### config.mk
export PLATFORM = sky130hd
export DESIGN_NAME = wg_pattern_seq
export DESIGN_NICKNAME = d
export VERILOG_FILES = /design/src/rtl/wg_pkg.sv /design/src/rtl/wg_prog_mem.sv /design/src/rtl/wg_loop_stack.sv /design/src/rtl/wg_seg_fifo.sv /design/src/rtl/wg_seg_player.sv /design/src/rtl/wg_pattern_seq.sv
export SDC_FILE = /design/constraint.sdc
export NUM_CORES = 1
export LEC_CHECK = 0
export CORE_AREA = 8 8 240 242
export CTS_CLUSTER_SIZE = 30
export DETAILED_ROUTE_END_ITERATION = 8
export DIE_AREA = 0 0 248 250
export PLACE_DENSITY = 0.75
export RECOVER_POWER = 25
export SETUP_SLACK_MARGIN = 0.02
export SLEW_MARGIN = 10
export SYNTH_ARGS = -nofsm -noshare
export SYNTH_HDL_FRONTEND = slang
export SYNTH_SLANG_ARGS = --single-unit
export TNS_END_PERCENT = 10
### constraint.sdc
create_clock -name clk -period 4.15 [get_ports clk]
set_clock_uncertainty 0.05 [all_clocks]
set_input_delay 0.6225 -clock clk [delete_from_list [all_inputs] [get_ports clk]]
set_output_delay 0.6225 -clock clk [all_outputs]
set_load 0.1 [all_outputs]
### src/rtl/wg_pkg.sv
package wg_pkg;
   localparam int INSTR_W = 16;
   localparam int OP_W    = 2;
   localparam int CNT_W   = INSTR_W - OP_W;

   typedef enum logic [OP_W-1:0] {
      OP_HIGH = 2'b00,
      OP_LOW  = 2'b01,
      OP_RPT  = 2'b10,
      OP_END  = 2'b11
   } wg_op_e;

   typedef enum logic [1:0] {
      ST_IDLE  = 2'd0,
      ST_RUN   = 2'd1,
      ST_SKIP  = 2'd2,
      ST_DRAIN = 2'd3
   } wg_state_e;

   typedef struct packed {
      logic             level;
      logic [CNT_W-1:0] len;
   } wg_seg_t;
endpackage

### src/rtl/wg_prog_mem.sv
module wg_prog_mem
   import wg_pkg::*;
#(
   parameter int ADDR_W = 5
) (
   input  logic               clk,
   input  logic               we,
   input  logic [ADDR_W-1:0]  waddr,
   input  logic [INSTR_W-1:0] wdata,
   input  logic [ADDR_W-1:0]  raddr,
   output logic [INSTR_W-1:0] rdata
);
   localparam int DEPTH = 1 << ADDR_W;

   logic [INSTR_W-1:0] mem_q [DEPTH];

   always_ff @(posedge clk) begin
      if (we) mem_q[waddr] <= wdata;
   end

   assign rdata = mem_q[raddr];
endmodule

### src/rtl/wg_loop_stack.sv
module wg_loop_stack
   import wg_pkg::*;
#(
   parameter int DEPTH = 4,
   parameter int PC_W  = 6
) (
   input  logic               clk,
   input  logic               rst_n,
   input  logic               clear,
   input  logic               push,
   input  logic [PC_W-1:0]    push_start,
   input  logic [CNT_W-1:0]   push_cnt,
   input  logic               pop,
   input  logic               dec,
   output logic               empty,
   output logic               full,
   output logic [PC_W-1:0]    top_start,
   output logic [CNT_W-1:0]   top_cnt,
   output logic [$clog2(DEPTH+1)-1:0] level
);
   localparam int LVL_W = $clog2(DEPTH + 1);
   localparam int IDX_W = (DEPTH > 1) ? $clog2(DEPTH) : 1;

   logic [PC_W-1:0]  start_q [DEPTH];
   logic [CNT_W-1:0] cnt_q   [DEPTH];
   logic [LVL_W-1:0] sp_q;
   logic [IDX_W-1:0] top_idx, new_idx;

   assign empty   = (sp_q == '0);
   assign full    = (sp_q == LVL_W'(DEPTH));
   assign top_idx = empty ? '0 : IDX_W'(sp_q - LVL_W'(1));
   assign new_idx = full  ? '0 : IDX_W'(sp_q);
   assign top_start = start_q[top_idx];
   assign top_cnt   = cnt_q[top_idx];
   assign level     = sp_q;

   always_ff @(posedge clk or negedge rst_n) begin
      if (!rst_n) begin
         sp_q <= '0;
         for (int i = 0; i < DEPTH; i++) begin
            start_q[i] <= '0;
            cnt_q[i]   <= '0;
         end
      end else if (clear) begin
         sp_q <= '0;
      end else if (push && !full) begin
         start_q[new_idx] <= push_start;
         cnt_q[new_idx]   <= push_cnt;
         sp_q             <= sp_q + LVL_W'(1);
      end else if (pop && !empty) begin
         sp_q <= sp_q - LVL_W'(1);
      end else if (dec && !empty) begin
         cnt_q[top_idx] <= cnt_q[top_idx] - CNT_W'(1);
      end
   end
endmodule

### src/rtl/wg_seg_fifo.sv
module wg_seg_fifo
   import wg_pkg::*;
#(
   parameter int DEPTH = 4
) (
   input  logic    clk,
   input  logic    rst_n,
   input  logic    clear,
   input  logic    push,
   input  wg_seg_t push_data,
   input  logic    pop,
   output wg_seg_t head,
   output logic    empty,
   output logic    full
);
   if (DEPTH == 1) begin : g_single
      logic    valid_q;
      wg_seg_t data_q;

      always_ff @(posedge clk or negedge rst_n) begin
         if (!rst_n) begin
            valid_q <= 1'b0;
            data_q  <= '0;
         end else if (clear) begin
            valid_q <= 1'b0;
         end else if (push && (!valid_q || pop)) begin
            valid_q <= 1'b1;
            data_q  <= push_data;
         end else if (pop) begin
            valid_q <= 1'b0;
         end
      end

      assign head  = data_q;
      assign empty = !valid_q;
      assign full  = valid_q;
   end else begin : g_ring
      localparam int IDX_W = $clog2(DEPTH);
      localparam int OCC_W = $clog2(DEPTH + 1);

      wg_seg_t          slot_q [DEPTH];
      logic [IDX_W-1:0] wr_q, rd_q;
      logic [OCC_W-1:0] occ_q;
      logic             do_push, do_pop;

      function automatic logic [IDX_W-1:0] nxt(input logic [IDX_W-1:0] p);
         return (p == IDX_W'(DEPTH - 1)) ? '0 : p + IDX_W'(1);
      endfunction

      assign empty   = (occ_q == '0);
      assign full    = (occ_q == OCC_W'(DEPTH));
      assign do_push = push && !full;
      assign do_pop  = pop && !empty;
      assign head    = slot_q[rd_q];

      always_ff @(posedge clk or negedge rst_n) begin
         if (!rst_n) begin
            wr_q  <= '0;
            rd_q  <= '0;
            occ_q <= '0;
            for (int i = 0; i < DEPTH; i++) slot_q[i] <= '0;
         end else if (clear) begin
            wr_q  <= '0;
            rd_q  <= '0;
            occ_q <= '0;
         end else begin
            if (do_push) begin
               slot_q[wr_q] <= push_data;
               wr_q         <= nxt(wr_q);
            end
            if (do_pop) rd_q <= nxt(rd_q);
            if (do_push && !do_pop)      occ_q <= occ_q + OCC_W'(1);
            else if (do_pop && !do_push) occ_q <= occ_q - OCC_W'(1);
         end
      end
   end
endmodule

### src/rtl/wg_seg_player.sv
module wg_seg_player
   import wg_pkg::*;
(
   input  logic             clk,
   input  logic             rst_n,
   input  logic             clear,
   input  logic             avail,
   input  wg_seg_t          head,
   output logic             take,
   output logic             active,
   output logic             wave,
   output logic [CNT_W-1:0] rem
);
   logic [CNT_W-1:0] rem_q;
   logic             level_q;

   assign take   = avail && !clear && (rem_q <= CNT_W'(1));
   assign active = (rem_q != '0);
   assign wave   = active && level_q;
   assign rem    = rem_q;

   always_ff @(posedge clk or negedge rst_n) begin
      if (!rst_n) begin
         rem_q   <= '0;
         level_q <= 1'b0;
      end else if (clear) begin
         rem_q   <= '0;
         level_q <= 1'b0;
      end else if (take) begin
         rem_q   <= head.len;
         level_q <= head.level;
      end else if (rem_q != '0) begin
         rem_q <= rem_q - CNT_W'(1);
      end
   end
endmodule

### src/rtl/wg_pattern_seq.sv
module wg_pattern_seq
   import wg_pkg::*;
#(
   parameter int ADDR_W      = 5,
   parameter int STACK_DEPTH = 4,
   parameter int QDEPTH      = 4
) (
   input  logic               clk,
   input  logic               rst_n,
   input  logic               prog_we,
   input  logic [ADDR_W-1:0]  prog_addr,
   input  logic [INSTR_W-1:0] prog_data,
   input  logic [ADDR_W:0]    prog_len,
   input  logic               start,
   output logic               wave_out,
   output logic               active,
   output logic               done
);
   localparam int PC_W  = ADDR_W + 1;
   localparam int LVL_W = $clog2(STACK_DEPTH + 1);

   if (ADDR_W < 1 || ADDR_W > 12) begin : g_bad_addr
      $error("wg_pattern_seq: ADDR_W must lie in 1..12");
   end
   if (STACK_DEPTH < 1) begin : g_bad_stack
      $error("wg_pattern_seq: STACK_DEPTH must be at least 1");
   end
   if (QDEPTH < 1) begin : g_bad_queue
      $error("wg_pattern_seq: QDEPTH must be at least 1");
   end

   wg_state_e          st_q, st_d;
   logic [PC_W-1:0]    pc_q, pc_d, len_q, skip_q, skip_d;
   logic               done_q, done_d;
   logic [INSTR_W-1:0] instr;
   wg_op_e             op;
   logic [CNT_W-1:0]   cnt;
   logic               at_end;

   logic               fifo_push, fifo_empty, fifo_full, take;
   wg_seg_t            fifo_head, seg_new;
   logic               stk_push, stk_pop, stk_dec, stk_empty, stk_full;
   logic [PC_W-1:0]    stk_start;
   logic [CNT_W-1:0]   stk_cnt;
   logic [LVL_W-1:0]   stk_level;
   logic [CNT_W-1:0]   play_rem;

   wg_prog_mem #(.ADDR_W(ADDR_W)) u_mem (
      .clk   (clk),
      .we    (prog_we),
      .waddr (prog_addr),
      .wdata (prog_data),
      .raddr (pc_q[ADDR_W-1:0]),
      .rdata (instr)
   );

   assign op      = wg_op_e'(instr[INSTR_W-1 -: OP_W]);
   assign cnt     = instr[CNT_W-1:0];
   assign at_end  = (pc_q >= len_q);
   assign seg_new = '{level: (op == OP_HIGH), len: cnt};

   always_comb begin
      st_d      = st_q;
      pc_d      = pc_q;
      skip_d    = skip_q;
      done_d    = done_q;
      fifo_push = 1'b0;
      stk_push  = 1'b0;
      stk_pop   = 1'b0;
      stk_dec   = 1'b0;
      if (start) begin
         st_d   = ST_RUN;
         pc_d   = '0;
         skip_d = '0;
         done_d = 1'b0;
      end else begin
         unique case (st_q)
            ST_RUN: begin
               if (at_end) begin
                  st_d = ST_DRAIN;
               end else begin
                  unique case (op)
                     OP_HIGH, OP_LOW: begin
                        if (cnt == '0) begin
                           pc_d = pc_q + PC_W'(1);
                        end else if (!fifo_full) begin
                           fifo_push = 1'b1;
                           pc_d      = pc_q + PC_W'(1);
                        end
                     end
                     OP_RPT: begin
                        pc_d = pc_q + PC_W'(1);
                        if (cnt == '0) begin
                           st_d   = ST_SKIP;
                           skip_d = '0;
                        end else begin
                           stk_push = 1'b1;
                        end
                     end
                     OP_END: begin
                        if (stk_empty) begin
                           pc_d = pc_q + PC_W'(1);
                        end else if (stk_cnt == '0) begin
                           stk_pop = 1'b1;
                           pc_d    = pc_q + PC_W'(1);
                        end else begin
                           stk_dec = 1'b1;
                           pc_d    = stk_start;
                        end
                     end
                     default: ;
                  endcase
               end
            end
            ST_SKIP: begin
               if (at_end) begin
                  st_d = ST_DRAIN;
               end else begin
                  pc_d = pc_q + PC_W'(1);
                  if (op == OP_RPT) begin
                     skip_d = skip_q + PC_W'(1);
                  end else if (op == OP_END) begin
                     if (skip_q == '0) st_d = ST_RUN;
                     else              skip_d = skip_q - PC_W'(1);
                  end
               end
            end
            ST_DRAIN: begin
               if (fifo_empty && !active) begin
                  done_d = 1'b1;
                  st_d   = ST_IDLE;
               end
            end
            default: ;
         endcase
      end
   end

   always_ff @(posedge clk or negedge rst_n) begin
      if (!rst_n) begin
         st_q   <= ST_IDLE;
         pc_q   <= '0;
         len_q  <= '0;
         skip_q <= '0;
         done_q <= 1'b0;
      end else begin
         st_q   <= st_d;
         pc_q   <= pc_d;
         skip_q <= skip_d;
         done_q <= done_d;
         if (start) len_q <= prog_len;
      end
   end

   wg_loop_stack #(.DEPTH(STACK_DEPTH), .PC_W(PC_W)) u_stack (
      .clk        (clk),
      .rst_n      (rst_n),
      .clear      (start),
      .push       (stk_push),
      .push_start (pc_q + PC_W'(1)),
      .push_cnt   (cnt - CNT_W'(1)),
      .pop        (stk_pop),
      .dec        (stk_dec),
      .empty      (stk_empty),
      .full       (stk_full),
      .top_start  (stk_start),
      .top_cnt    (stk_cnt),
      .level      (stk_level)
   );

   wg_seg_fifo #(.DEPTH(QDEPTH)) u_fifo (
      .clk       (clk),
      .rst_n     (rst_n),
      .clear     (start),
      .push      (fifo_push),
      .push_data (seg_new),
      .pop       (take),
      .head      (fifo_head),
      .empty     (fifo_empty),
      .full      (fifo_full)
   );

   wg_seg_player u_play (
      .clk    (clk),
      .rst_n  (rst_n),
      .clear  (start),
      .avail  (!fifo_empty),
      .head   (fifo_head),
      .take   (take),
      .active (active),
      .wave   (wave_out),
      .rem    (play_rem)
   );

   assign done = done_q;
endmodule

==> Word level (Yosys, flattened, before mapping) <==
Memories as Yosys holds them, arrays and structs flattened.
Index checks and enable logic that the tools add are counted.
{ "word_totals": {"reg_bits": 186, "ramBits": 512, "in_bits": 31, "out_inout_bits": 3, "wordCells": 225, "n_memories": 1} }
{ "classes": {"add_sub_neg": 12, "magnitude_cmp": 9, "eq_ne": 24, "mux": 99, "n_bitwise": 5, "reduce_logical": 48} }
{ "memory_table": {"columns": ["memory", "depth", "word_bits", "read_ports", "rd_clocked_by_memory_dff", "write_ports", "line", "source"], "rows": [
  ["u_mem.mem_q", 32, 16, 1, 0, 1, "wg_prog_mem.sv:15", "logic [INSTR_W-1:0] mem_q [DEPTH];"]
]} }
{ "op_table": {"columns": ["op", "count"], "rows": [
  ["56-bit two-way mux", 3],
  ["56-bit bitwise mux", 2],
  ["6-bit two-way mux", 18],
  ["14-bit two-way mux", 7],
  ["60-bit bitwise mux", 1],
  ["14-bit demux with 2-bit select", 2],
  ["15-bit two-way mux", 3],
  ["14-bit by 1-bit subtractor with 14-bit output (second input constant)", 3],
  ["2-bit two-way mux", 17],
  ["15-bit binary-select mux with 2-bit select", 1],
  ["15-bit demux with 2-bit select", 1],
  ["1-bit two-way mux", 30],
  ["14-bit binary-select mux with 2-bit select", 1],
  ["14-bit zero test", 2],
  ["4-bit != test (second input constant)", 7],
  ["24-bit bitwise mux", 1],
  ["6-bit case mux with 2 select lines", 2],
  ["3-bit two-way mux", 6],
  ["6-bit case mux with 3 select lines", 1],
  ["3-bit != test (second input constant)", 5],
  ["14-bit by 1-bit less-or-equal comparator with 1-bit output (second input constant)", 1],
  ["1-bit logical AND", 14],
  ["7-bit AND reduction", 2],
  ["14-bit nonzero test", 1],
  ["other kinds (29)", 66]
]} }

==> Longest topological paths before layout <==
{ "logic_depth": {"depth_word": 17, "mapped_depth": 21, "ltp_nobuf": 15} }

==> Cells and area by module <==
From an unflattened synthesis, not the netlist that was laid out.
{ "hier_totals": {"cells_unflattened": 2146, "area_unflattened_um2": 31104.8} }
{ "by_module_without_submodules": {"columns": ["module", "n_inst", "cells_per_inst", "area_per_inst_um2", "seq_area_each_um2"], "rows": [
  ["wg_prog_mem", 1, 1127, 20214.4, 15374.7],
  ["wg_loop_stack", 1, 487, 4690.7, 2077.0],
  ["wg_seg_fifo", 1, 208, 3382.0, 1676.6],
  ["wg_pattern_seq", 1, 221, 1884.3, 525.5],
  ["wg_seg_player", 1, 103, 933.4, 375.4]
]} }

==> Worst setup path after synthesis <==
No wires, ideal clock.
{ "synth_path": {"path_type": "register to register", "startpoint": "register pc_q[2]", "endpoint": "register u_fifo.g_ring.occ_q[2]", "setup_ns": 0.124, "arrival_ns": 4.331, "t_required_ns": 3.976, "slack_ns": -0.355, "path_stages_with_launch": 19, "path_buffers": 4, "synth_period_minus_slack_ns": 4.505, "path_cell_list": "dfrtp_1 -> buf_2 -> buf_2 -> buf_1 -> mux4_2 -> mux4_2 -> mux2_2 -> inv_1 -> ha_1 -> inv_1 -> nor4_2 -> nand3_2 -> o211a_1 -> buf_4 -> and2_1 -> fa_1 -> nand3_1 -> mux2i_1 -> a211o_1"} }
{ "synth_via": {"elab_chain_len": 11, "elab_cells_between_ends": 18, "classes_between": "1 x order compare; 1 x eq/ne; 7 x mux; 8 x reduce/logical; 1 x memory"} }
{ "synth_lines": {"columns": ["element", "line", "source"], "rows": [
  ["start, declared", "wg_pattern_seq.sv:33", "logic [PC_W-1:0] pc_q, pc_d, len_q, skip_q, skip_d;"],
  ["start signal, assigned", "wg_pattern_seq.sv:148", "pc_q <= pc_d;"],
  ["memory read 32 x 16 bit", null, null],
  ["14-bit zero test, or another cell as far along", "wg_pattern_seq.sv:84", "if (cnt == '0) begin"],
  ["1-bit two-way mux / 2-bit OR reduction (equally long branches)", "wg_pattern_seq.sv:84, wg_pattern_seq.sv:82", null],
  ["1-bit two-way mux", "wg_pattern_seq.sv:82", "unique case (op)"],
  ["1-bit two-way mux (*)", "wg_pattern_seq.sv:79", "if (at_end) begin"],
  ["1-bit two-way mux (*)", "wg_pattern_seq.sv:77", "unique case (st_q)"],
  ["1-bit two-way mux (*)", "wg_pattern_seq.sv:71", "if (start) begin"],
  ["1-bit logical AND (*)", "wg_seg_fifo.sv:52", "assign do_push = push && !full;"],
  ["1-bit logical AND / 1-bit zero test (equally long branches)", "wg_seg_fifo.sv:72, wg_seg_fifo.sv:73", null],
  ["3-bit two-way mux / 1-bit logical AND (equally long branches)", "wg_seg_fifo.sv:72, wg_seg_fifo.sv:73", null],
  ["3-bit two-way mux / 3-bit nonzero test (equally long branches)", null, null],
  ["end signal, assigned", "wg_seg_fifo.sv:72", "if (do_push && !do_pop) occ_q <= occ_q + OCC_W'(1);"],
  ["end signal, assigned", "wg_seg_fifo.sv:73", "else if (do_pop && !do_push) occ_q <= occ_q - OCC_W'(1);"],
  ["end, declared", "wg_seg_fifo.sv:43", "logic [OCC_W-1:0] occ_q;"]
]} }
Mark *: on every way between the ends. The rest lies on a longest branch, timed or not.
A chain may end at the register's enable or synchronous reset.

==> Worst setup path after layout <==
{ "layout_path": {"startpoint": "register pc_q[1]", "endpoint": "register u_fifo.g_ring.slot_q[23] in the netlist's numbering"} }
{ "layout_via": {"elab_chain_len": 9, "elab_cells_between_ends": 14, "classes_between": "1 x order compare; 1 x eq/ne; 6 x mux; 5 x reduce/logical; 1 x memory"} }
{ "layout_lines": {"columns": ["element", "line", "source"], "rows": [
  ["memory read 32 x 16 bit", null, null],
  ["14-bit zero test, or another cell as far along", "wg_pattern_seq.sv:84", null],
  ["1-bit two-way mux / 2-bit OR reduction (equally long branches)", "wg_pattern_seq.sv:84, wg_pattern_seq.sv:82", null],
  ["1-bit two-way mux", "wg_pattern_seq.sv:82", null],
  ["1-bit two-way mux", "wg_pattern_seq.sv:79", null],
  ["1-bit two-way mux", "wg_pattern_seq.sv:77", null],
  ["1-bit two-way mux", "wg_pattern_seq.sv:71", null],
  ["1-bit logical AND", "wg_seg_fifo.sv:52", null],
  ["2-bit AND reduction (no line)", null, null],
  ["end signal, assigned by index", "wg_seg_fifo.sv:68", "slot_q[wr_q] <= push_data;"],
  ["end, declared", "wg_seg_fifo.sv:41", "wg_seg_t slot_q [DEPTH];"]
]} }
Parallel ways exist; a longest one is shown, timed or not.

==> flow_metrics.env <==
export IMPL_finalHoldViolCount=0
export IMPL_hp_class="reg -> reg"
export IMPL_drv_cap=3
export IMPL_worstHoldStart="u_stack.start_q[21]"
export IMPL_rows=85
export IMPL_post_dp_hpwl_um=44610
export IMPL_cts_root_buffer="clkbuf_16"
export IMPL_die_height_um=250
export IMPL_status="finished, violations left"
export IMPL_path_class="reg -> reg"
export IMPL_worst_path_buf_inv=5
export IMPL_synth_async_reset_ratio=0.2665
export IMPL_grt_pass1_vias=18035
export IMPL_ys_seq_area_frac=0.6638
export IMPL_dpl_cell_area_mm2=0.03188
export IMPL_final_nets=2100
export IMPL_slowest_delay_ns=0.43
export IMPL_crit_path_end_kind="flip-flop"
export IMPL_die_w_um=248
export IMPL_syn_nets=1989
export IMPL_die_area_mm2=0.06200
export IMPL_power_frac_seq=0.394
export IMPL_synth_commonest_cells="512 x edfxtp_1, 189 x mux2i_1, 186 x dfrtp_1"
export IMPL_pin_count=34
export IMPL_ys_warnings_count=0
export IMPL_vias=17786
export IMPL_timing_fmax_mhz=250.9
export IMPL_path_delay_family="simple AND/OR/NAND/NOR gates"
export IMPL_worstMarginPinSlew_ns=2.686
export IMPL_critPathSlowestCell="dfrtp_4"
export IMPL_drt_initial_drc_count=1820
export IMPL_switching_power_w=0.006865
export IMPL_power_internal_w=0.01455
export IMPL_powerDensity_mw_per_mm2=623.3
export IMPL_power_frac_comb=0.303
export IMPL_synth_enable_flop_cells=512
export IMPL_wl_per_cell_um=25.82
export IMPL_crit_chain="buf_12 > buf_4 > buf_12 > mux2i_1 > a22oi_1 > nand3_1 > nand4_1 > nor4_2 > buf_4 > nand2b_1 > o211a_1 > buf_4 > nand2_2 > mux2_2"
export IMPL_synth_most_common_cell="edfxtp_1"
export IMPL_multi_input_area_mm2=0.009508
export IMPL_regArea_mm2=0.02003
export IMPL_reg2reg_depth=14
export IMPL_htree_levels=3
export IMPL_tritoncts="yes"
export IMPL_cts_buffers_inserted=74
export IMPL_io_buffers=33
export IMPL_track_usage=0.2341
export IMPL_crit_arrival_ns=4.42
export IMPL_path_max_fanout=41
export IMPL_final_area_mm2=0.03437
export IMPL_violations="capacitance limit, slew limit"
export IMPL_grt_overflow=0
export IMPL_gp_congestion=0.9154
export IMPL_clkPwrFrac=0.303
export IMPL_synth_area_mm2=0.03018
export IMPL_synth_ff_latch_count=698
export IMPL_dp_slack_ns=-0.1448
export IMPL_syn_instance_count=1926
export IMPL_setup_viol=0
export IMPL_grt_pass1_wl_um=110100
export IMPL_finalNonFillerCells=2794
export IMPL_final_max_slew_viol_count=139
export IMPL_hold_end="u_stack.start_q[21]"
export IMPL_sw_frac_of_total=0.3205
export IMPL_clk_pin_slew_worst_paths_ns=0.06
export IMPL_reg2reg_to="u_fifo.g_ring.slot_q[23]"
export IMPL_first_pass_iters=5
export IMPL_final_util=0.6425
export IMPL_cts_sinks=698
export IMPL_wirelength_um=72140
export IMPL_fin_ws_ns=0.1650
export IMPL_peakVddDrop_mv=0.3841
export IMPL_grt_max_degree=106
export IMPL_rsz0062_at_grt="yes"
export IMPL_design_core_area_mm2=0.05350
export IMPL_synth_top_area_frac=0.5095
export IMPL_syn2layout_area_growth_pct=13.89
export IMPL_start_util=0.5641
export IMPL_post_place_cells=2655
export IMPL_avgSynthCellArea_um2=15.67
export IMPL_cts_buffer_depth=3
export IMPL_synthTopCellsByArea="edfxtp_1 51%, dfrtp_1 15%, mux2i_1 6.3%"
export IMPL_antenna_found_initial=3
export IMPL_synth_top_area_cell="edfxtp_1"
export IMPL_fillers=3702
export IMPL_drive_gt1_frac=0.2109
export IMPL_required_ns=4.59
export IMPL_startpoint_type="flip-flop"
export IMPL_drc_errors=0
export IMPL_fin_crit_sh=0.9602
export IMPL_relSlewSlack=-0.7910
export IMPL_viasPerCell=6.366
export IMPL_min_period_ns=3.985
export IMPL_hold_ws_ns=0.4274
export IMPL_ant_nets=0
export IMPL_ys_flop_type="edfxtp_1"
export IMPL_p_leak_nw=12.31
export IMPL_r2r_start="pc_q[1]"
export IMPL_synth_cell_types=78
export IMPL_worstHoldPathCells=2
export IMPL_clk_latency_ns=0.64
export IMPL_cpMostUsedCell="buf_4"
export IMPL_ff2ff_setup_slack_ns=0.16
cell usage in the layout (no fill, tap or decap), types with 7 or more instances in the layout:
master and count:
clkbuf_16 74, clkdlybuf4s50_1 24, o221ai_1 12, edfxtp_1 512
a211oi_1 17, nand4_1 16, xnor2_1 25, dfrtp_1 184
nand2_1 58, o22ai_1 8, nand2b_1 11, o211ai_1 9
nand3b_1 9, clkinv_2 13, nor4_1 13, mux2_2 72
clkinv_1 9, a21o_1 12, mux4_2 84, a221oi_1 8
inv_1 42, mux2i_1 188, a21oi_1 32, buf_4 89
nor2_1 98, nand3_1 75, ha_1 26, a22oi_1 77
o21ai_0 40, buf_12 15, nor3_1 20, and2_1 7
clkbuf_1 22, a221o_1 22, xor2_1 17, nor2_2 14
clkbuf_8 7
registers in the layout, summed over array words and instances (netlist names), 6 cells and up:
| register | cells |
|---|---|
| pc_q | 6 |
| u_stack.cnt_q | 56 |
| u_mem.mem_q | 512 |
| u_fifo.g_ring.slot_q | 60 |
| len_q | 6 |
| u_stack.start_q | 24 |
| u_play.rem | 14 |
| skip_q | 6 |
power groups by stage:
stage / Combinational [W] / Sequential (W) / Clock (W)
detailed placement: 0.00630 / 0.00861 / 0
CTS: 0.00642 / 0.00843 / 0.00659
floorplan: 0.00449 / 0.00843 / 0
global route: 0.00694 / 0.00851 / 0.00685
finish: 0.00648 / 0.00844 / 0.00650
global placement: 0.00616 / 0.00856 / 0
metrics by stage:
step                      setup TNS, ns  power [W]
after floorplan                       0    0.01291
after CTS                             0    0.02145
final                                 0    0.02142
after global routing                  0    0.02230
after detailed placement         -6.353    0.01490
after global placement           -4.096    0.01472
final cells by class:
| cell class | instances | area share |
|---|---|---|
| Timing Repair Buffer | 144 | 0.03910 |
| Clock buffer | 100 | 0.05876 |
| Inverter | 47 | 0.005279 |
| Sequential cell | 698 | 0.5829 |
| Clock inverter | 35 | 0.01180 |
| Multi-Input combinational cell | 1072 | 0.2766 |
| Tap cell | 696 | 0.02534 |
| Antenna cell | 2 | 0.0001456 |
layer usage:
metal / wire, um / up-vias / global-route usage
li1: - / 7748 / -
met1: 29410 / 9082 / 0.3172
met2: 35040 / 773 / 0.3783
met3: 5130 / 181 / 0.04230
met4: 2539 / 2 / 0.08291
met5: 13 / - / 0
worst max-delay path by stage:
stage	start	to	slack, ns	depth (start not counted)
floorplan	u_stack.level[0]	u_stack.cnt_q[45]	0.002	21
global placement	pc_q[1]	u_fifo.g_ring.occ_q[1]	-0.12	14
detailed placement	pc_q[1]	u_fifo.g_ring.slot_q[23]	-0.14	13
CTS	u_stack.level[1]	u_stack.cnt_q[45]	0.09	15
global route	pc_q[1]	skip_q[5]	0.01	15
finish	pc_q[1]	u_fifo.g_ring.slot_q[23]	0.16	14
tightest hold or removal path, delay by kind of cell, from the launching register on:
family             cells  cell delay, ns
AOI/OAI and AO/OA      1            0.06
and+or+nand+nor        1            0.04
DFF                    1            0.34
logic make-up after synthesis:
| family | after synthesis | share of synthesized area |
|---|---|---|
| AOI/OAI and AO/OA | 272 | 0.06589 |
| xor gates and xnor gates | 42 | 0.01219 |
| adders and majority gates | 32 | 0.01377 |
| buffers and inverters | 156 | 0.02716 |
| DFF | 698 | 0.6638 |
| muxes | 347 | 0.1531 |
| and+or+nand+nor | 379 | 0.06415 |
what timing repair did:
action                                  in CTS  in global routing
buffers inserted                             2                  0
endpoints found under the hold margin        0                  0
hold buffers                                 0                  0
gates resized for setup                      2                 10
endpoints found under the setup margin      85                 78
Note: power is estimated with default switching activity, not from simulation.
